## config.mk

```make
export PLATFORM = sky130hd
export DESIGN_NAME = uart_dither_tx
export DESIGN_NICKNAME = d
export VERILOG_FILES = /design/src/rtl/uart_dither_pkg.sv /design/src/rtl/utx_hold_reg.sv /design/src/rtl/utx_half_timer.sv /design/src/rtl/utx_framer.sv /design/src/rtl/uart_dither_tx.sv
export SDC_FILE = /design/constraint.sdc
export NUM_CORES = 1
export LEC_CHECK = 0
export BUFFER_PORTS_ARGS = -buffer_cell sky130_fd_sc_hd__buf_2
export CORE_MARGIN = 2
export CORE_UTILIZATION = 35
export CTS_CLUSTER_SIZE = 28
export DETAILED_ROUTE_END_ITERATION = 8
export SLEW_MARGIN = 0
export SYNTH_ARGS = -nofsm -noshare
export SYNTH_HDL_FRONTEND = slang
export SYNTH_SLANG_ARGS = --single-unit
```

## constraint.sdc

```tcl
create_clock -name clk -period 2.9 [get_ports clk]
set_clock_uncertainty 0.2 [all_clocks]
set_input_delay 0 -clock clk [delete_from_list [all_inputs] [get_ports clk]]
set_output_delay 0 -clock clk [all_outputs]
set_load 0.02 [all_outputs]
```

## src/rtl/uart_dither_pkg.sv

```systemverilog
// Package: shared constants and types for the split-half serial transmitter.
// Assumes nothing beyond IEEE 1800-2017 package support.
package uart_dither_pkg;

    // Shortest bit length accepted; smaller requests are raised to this.
    localparam int MIN_PERIOD = 4;

    // Which half of the current bit the timer is counting.
    typedef enum logic {
        PH_FIRST  = 1'b0,
        PH_SECOND = 1'b1
    } half_e;

endpackage

```

## src/rtl/utx_hold_reg.sv

```systemverilog
// Module: single-entry holding register in front of the shifter.
// Takes a byte with a valid/ready handshake and offers it to the framer.
// Assumes take is asserted only while full is high.
module utx_hold_reg #(
    parameter int DATA_W = 8
) (
    input  logic              clk,
    input  logic              rst_n,
    input  logic [DATA_W-1:0] in_data,
    input  logic              in_valid,
    output logic              in_ready,
    input  logic              take,
    output logic [DATA_W-1:0] out_data,
    output logic              full
);

    logic accept;

    // Handshake: room exists only when the slot is empty.
    always_comb begin
        in_ready = ~full;
        accept   = in_valid & ~full;
    end

    // Slot occupancy and contents.
    always_ff @(posedge clk) begin
        if (!rst_n) begin
            full     <= 1'b0;
            out_data <= '0;
        end else if (accept) begin
            full     <= 1'b1;
            out_data <= in_data;
        end else if (take) begin
            full     <= 1'b0;
        end
    end

endmodule

```

## src/rtl/utx_half_timer.sv

```systemverilog
// Module: bit timer built from two half intervals.
// On load it captures the clamped period. While run is high it counts one
// half of floor(P/2) clocks and one of P-floor(P/2) clocks, then pulses
// bit_end in the last clock of the bit. LONG_FIRST picks which half is the
// longer one when P is odd. Assumes load and run come from the framer.
module utx_half_timer
    import uart_dither_pkg::*;
#(
    parameter int PER_W      = 16,
    parameter bit LONG_FIRST = 1'b0
) (
    input  logic             clk,
    input  logic             rst_n,
    input  logic             load,
    input  logic             run,
    input  logic [PER_W-1:0] period_in,
    output logic             bit_end
);

    localparam logic [PER_W-1:0] PER_MIN = PER_W'(MIN_PERIOD);

    logic [PER_W-1:0] per_c;      // clamped incoming period
    logic [PER_W-1:0] per_q;      // period captured for this frame
    logic [PER_W-1:0] short_len;
    logic [PER_W-1:0] long_len;
    logic [PER_W-1:0] len_a;      // first half length, current frame
    logic [PER_W-1:0] len_b;      // second half length, current frame
    logic [PER_W-1:0] first_new;  // first half length, incoming period
    logic [PER_W-1:0] cnt;
    half_e            ph;

    // Clamp the request and split the captured period into halves.
    always_comb begin
        per_c     = (period_in < PER_MIN) ? PER_MIN : period_in;
        short_len = per_q >> 1;
        long_len  = per_q - short_len;
    end

    // Half ordering variant chosen by parameter.
    generate
        if (LONG_FIRST) begin : g_long_first
            assign len_a     = long_len;
            assign len_b     = short_len;
            assign first_new = per_c - (per_c >> 1);
        end else begin : g_short_first
            assign len_a     = short_len;
            assign len_b     = long_len;
            assign first_new = per_c >> 1;
        end
    endgenerate

    // Down-counter stepping through first and second halves of each bit.
    always_ff @(posedge clk) begin
        if (!rst_n) begin
            per_q <= PER_MIN;
            cnt   <= '0;
            ph    <= PH_FIRST;
        end else if (load) begin
            per_q <= per_c;
            cnt   <= first_new - 1'b1;
            ph    <= PH_FIRST;
        end else if (run) begin
            if (cnt == '0) begin
                if (ph == PH_FIRST) begin
                    ph  <= PH_SECOND;
                    cnt <= len_b - 1'b1;
                end else begin
                    ph  <= PH_FIRST;
                    cnt <= len_a - 1'b1;
                end
            end else begin
                cnt <= cnt - 1'b1;
            end
        end
    end

    // Last clock of the second half closes the bit.
    always_comb bit_end = run && (ph == PH_SECOND) && (cnt == '0);

endmodule

```

## src/rtl/utx_framer.sv

```systemverilog
// Module: frame sequencer and output register.
// On load it drives the start bit, then shifts data LSB first and a stop
// bit, advancing on each bit_end. last_bit marks the stop bit so that the
// top can chain the next frame on the same edge. Assumes load is never
// asserted mid-frame except together with bit_end on the stop bit.
module utx_framer #(
    parameter int DATA_W = 8
) (
    input  logic              clk,
    input  logic              rst_n,
    input  logic              load,
    input  logic [DATA_W-1:0] load_data,
    input  logic              bit_end,
    output logic              tx,
    output logic              active,
    output logic              last_bit
);

    localparam int FRAME_BITS = DATA_W + 2;
    localparam int IDX_W      = $clog2(FRAME_BITS);
    localparam logic [IDX_W-1:0] IDX_LAST = IDX_W'(FRAME_BITS - 1);

    logic [DATA_W:0]    sh;   // bits still to send after the current one
    logic [IDX_W-1:0]   idx;

    // Stop bit is the final index of the frame.
    always_comb last_bit = (idx == IDX_LAST);

    // Bit sequencing and registered line output.
    always_ff @(posedge clk) begin
        if (!rst_n) begin
            tx     <= 1'b1;
            active <= 1'b0;
            sh     <= '1;
            idx    <= '0;
        end else if (load) begin
            tx     <= 1'b0;
            active <= 1'b1;
            sh     <= {1'b1, load_data};
            idx    <= '0;
        end else if (bit_end) begin
            if (last_bit) begin
                tx     <= 1'b1;
                active <= 1'b0;
            end else begin
                tx  <= sh[0];
                sh  <= {1'b1, sh[DATA_W:1]};
                idx <= idx + 1'b1;
            end
        end
    end

endmodule

```

## src/rtl/uart_dither_tx.sv

```systemverilog
// Module: top of the split-half serial transmitter.
// Joins the holding register, framer and bit timer. A held byte is
// loaded when the framer is idle or on the edge ending a stop bit.
// Assumes a single clock domain and a synchronous active-low reset.
module uart_dither_tx #(
    parameter int DATA_W = 8,
    parameter int PER_W  = 16
) (
    input  logic              clk,
    input  logic              rst_n,
    input  logic [DATA_W-1:0] in_data,
    input  logic              in_valid,
    output logic              in_ready,
    input  logic [PER_W-1:0]  bit_period,
    output logic              tx_line,
    output logic              busy
);

    logic              hold_full;
    logic [DATA_W-1:0] hold_data;
    logic              active;
    logic              last_bit;
    logic              bit_end;
    logic              load;

    // Start a frame when a byte waits and the line is free or freeing.
    always_comb begin
        load = hold_full && (!active || (bit_end && last_bit));
        busy = active || hold_full;
    end

    utx_hold_reg #(.DATA_W(DATA_W)) u_hold (
        .clk      (clk),
        .rst_n    (rst_n),
        .in_data  (in_data),
        .in_valid (in_valid),
        .in_ready (in_ready),
        .take     (load),
        .out_data (hold_data),
        .full     (hold_full)
    );

    utx_framer #(.DATA_W(DATA_W)) u_frame (
        .clk       (clk),
        .rst_n     (rst_n),
        .load      (load),
        .load_data (hold_data),
        .bit_end   (bit_end),
        .tx        (tx_line),
        .active    (active),
        .last_bit  (last_bit)
    );

    utx_half_timer #(.PER_W(PER_W), .LONG_FIRST(1'b0)) u_timer (
        .clk       (clk),
        .rst_n     (rst_n),
        .load      (load),
        .run       (active),
        .period_in (bit_period),
        .bit_end   (bit_end)
    );

endmodule

```

==> results.yml <==
worst_setup_path:
  critPathKind: "reg -> reg"
  required_ps: 2910
  worstSetupEndpointType: "flop"
  crit_arrival_ps: 2810
  worstSetupStartpointType: "flop"
  critPathMaxFanout: 6
global_routing:
  antenna_found_initial: 0
  globalRouteOverflowTotal: 0
  grt_first_pass_wirelength_um: 22430
  first_global_vias: 4430
  grt_max_degree: 38
  grt_use_total_pct: 19.84
floorplanning:
  die_area_um2: 13810
  fp.dieH_um: 117.5
  start_util_pct: 35.74
  io_pins: 30
  rows: 41
  core_area_um2: 12620
  die_w_um: 117.5
routing:
  drt_iter0_drc: 304
  drc: 0
  vias: 4635
  routedWlPerCell_um: 15.72
  via_per_inst: 5.365
  dr.pass1.iters: 6
  detail-route-antenna-nets: 0
  finalWirelength_um: 13580
timing:
  relSlewSlack_pct: 56.75
  min_period_ps: 2801
  max_freq_mhz: 357.0
  finalSetupViolCount: 0
  fin_crit_sh_pct: 96.59
  rsz0062_at_grt: "false"
  worst_pin_slew_ps: 640.6
  hold_violations: 0
  slew_violations: 0
cells_and_area:
  utilization_pct: 45.05
  antenna_cells: 0
  area_growth_syn_to_layout_pct: 26.05
  layout-drive-gt1-share_pct: 19.94
  postLayoutCellArea_um2: 5685
  fin_nets: 754
clock_tree:
  cts_made_buffers: 5
  cts_tree: "done"
  clockRootBuffer: "clkbuf_16"
  worstSkewPairLatency_ps: 310
  cts.sinks: 56
  cts.htree.levels: 2
  cts_buffer_depth: 2
  clkTransAtPathRegs_ps: 80
synth:
  synth_top_area_share_pct: 24.85
  ys_top_cells_by_area: "dfxtp_1, ha_1, nand2_1"
  ys_types: 63
  synth_seq_cells: 56
  syn_area_um2: 4511
  synth_edf_count: 0
  synthTopCellsByCount: "nand2_1, nor2_1, dfxtp_1"
  ys_seq_area_share_pct: 24.85
  ys_warn_count: 0
  avgSynthCellArea_um2: 7.518
  yosys.area.top_type: "dfxtp_1"
  synth.most_common_cell: "nand2_1"
  syn_inst: 600
  synth_nets: 663
  synth-async-reset-ratio_pct: 0
  ys.flop_type: "dfxtp_1"
power_and_ir_drop:
  powerDensity_nw_per_um2: 488.3
  power.total_uw: 2776
  vdd_ir_drop_max_mv: 0.2020
  total_leakage_power_uw: 0.002230
run_status:
  status: "finished clean"
place:
  gp_congestion: 0.9859
  io_buffers: 29
  place_area_um2: 5167
  dpl.hpwl_um: 10100
run:
  cap_viol_max_count: 0
worst_hold_path:
  holdCritPathClass: "in -> reg"
-- flip-flops by register name (all words and copies together) (netlist names) --
register / flops
u_frame.active: 1
u_frame.sh: 8
u_timer.ph: 1
u_timer.cnt: 16
u_frame.idx: 4
u_hold.out_data: 8
u_timer.per_q: 16
u_frame.tx: 1
u_hold.full: 1
-- routing by layer --
layer	wire (µm)	vias to the layer above	track usage [%]
li1	-	2294	-
met1	6293	2184	26.75
met2	6261	133	32.35
met3	714	24	3.391
met4	313	0	6.250
met5	0	-	0
-- path summary, 6_finish.rpt --
kind,slack (ps),depth (start not counted),start,end
setup / recovery,100,9,u_timer.cnt[1],u_timer.cnt[2]
hold / removal,30,5,bit_period[4],u_timer.cnt[5]
setup reg to reg,100,9,u_timer.cnt[1],u_timer.cnt[2]
hold reg to reg,270,2,u_hold.out_data[0],u_frame.sh[0]
-- final cells by class --
| cell class | count | area, µm² |
|---|---|---|
| Tap cell | 172 | 215.2 |
| Timing Repair Buffer | 111 | 873.3 |
| Fill cell | 1281 | 6934 |
| Sequential cell | 56 | 1121 |
| Inverter | 32 | 120.1 |
| Clock buffer | 5 | 125.1 |
| Multi-Input combinational cell | 485 | 3206 |
| Clock inverter | 3 | 25.02 |
-- cell usage in the layout, fill, tap and decap left out, drive strengths merged, types with 14 or more instances in the layout --
master,instances
nand2,93
buf,84
nor2,63
dfxtp,56
a21oi,49
ha,35
inv,34
o21ai,34
xnor2,31
dlygate4sd3,27
nor3,18
nand3,15
mux2i,14
-- power by group --
part	internal [µW]	switching [µW]
sequential	841	64.6
clock	328	326
combinational	555	661
-- metrics by stage --
step                      worst slack (ps)  setup TNS, ps  hold slack (ps)  std cells
after global placement              -33.45         -33.45            29.81        828
final                                98.83              0            27.65        864
after CTS                            9.685              0            7.095        863
after global routing                 3.683              0            63.52        864
after detailed placement            -77.20         -342.4            28.19        828
after floorplan                      17.79              0           -84.18        600
-- worst max-delay path, cell delays in order (launching register included) --
cell	delay, ps
dfxtp_1	320
inv_2	70
ha_4	130
or4b_4	460
or4b_4	530
buf_4	160
nor2_1	90
buf_4	150
o311ai_0	230
a32o_1	330
-- what timing repair did --
action	CTS	global route
gates resized for setup	5	23
setup endpoints to repair	13	28
pin swaps	1	9
setup buffers	0	1
cloned	0	0
endpoints found under the hold margin	37	0
hold buffers	27	0
-- logic make-up after synthesis --
family          share of synthesized area [%]
simple gates                            26.13
mux                                     3.107
xor+xnor                                8.155
fa+ha+maj                               10.15
flops                                   24.85
buf+inv                                 5.909
compound gates                          21.69
Note: power is estimated with default switching activity, not from simulation.
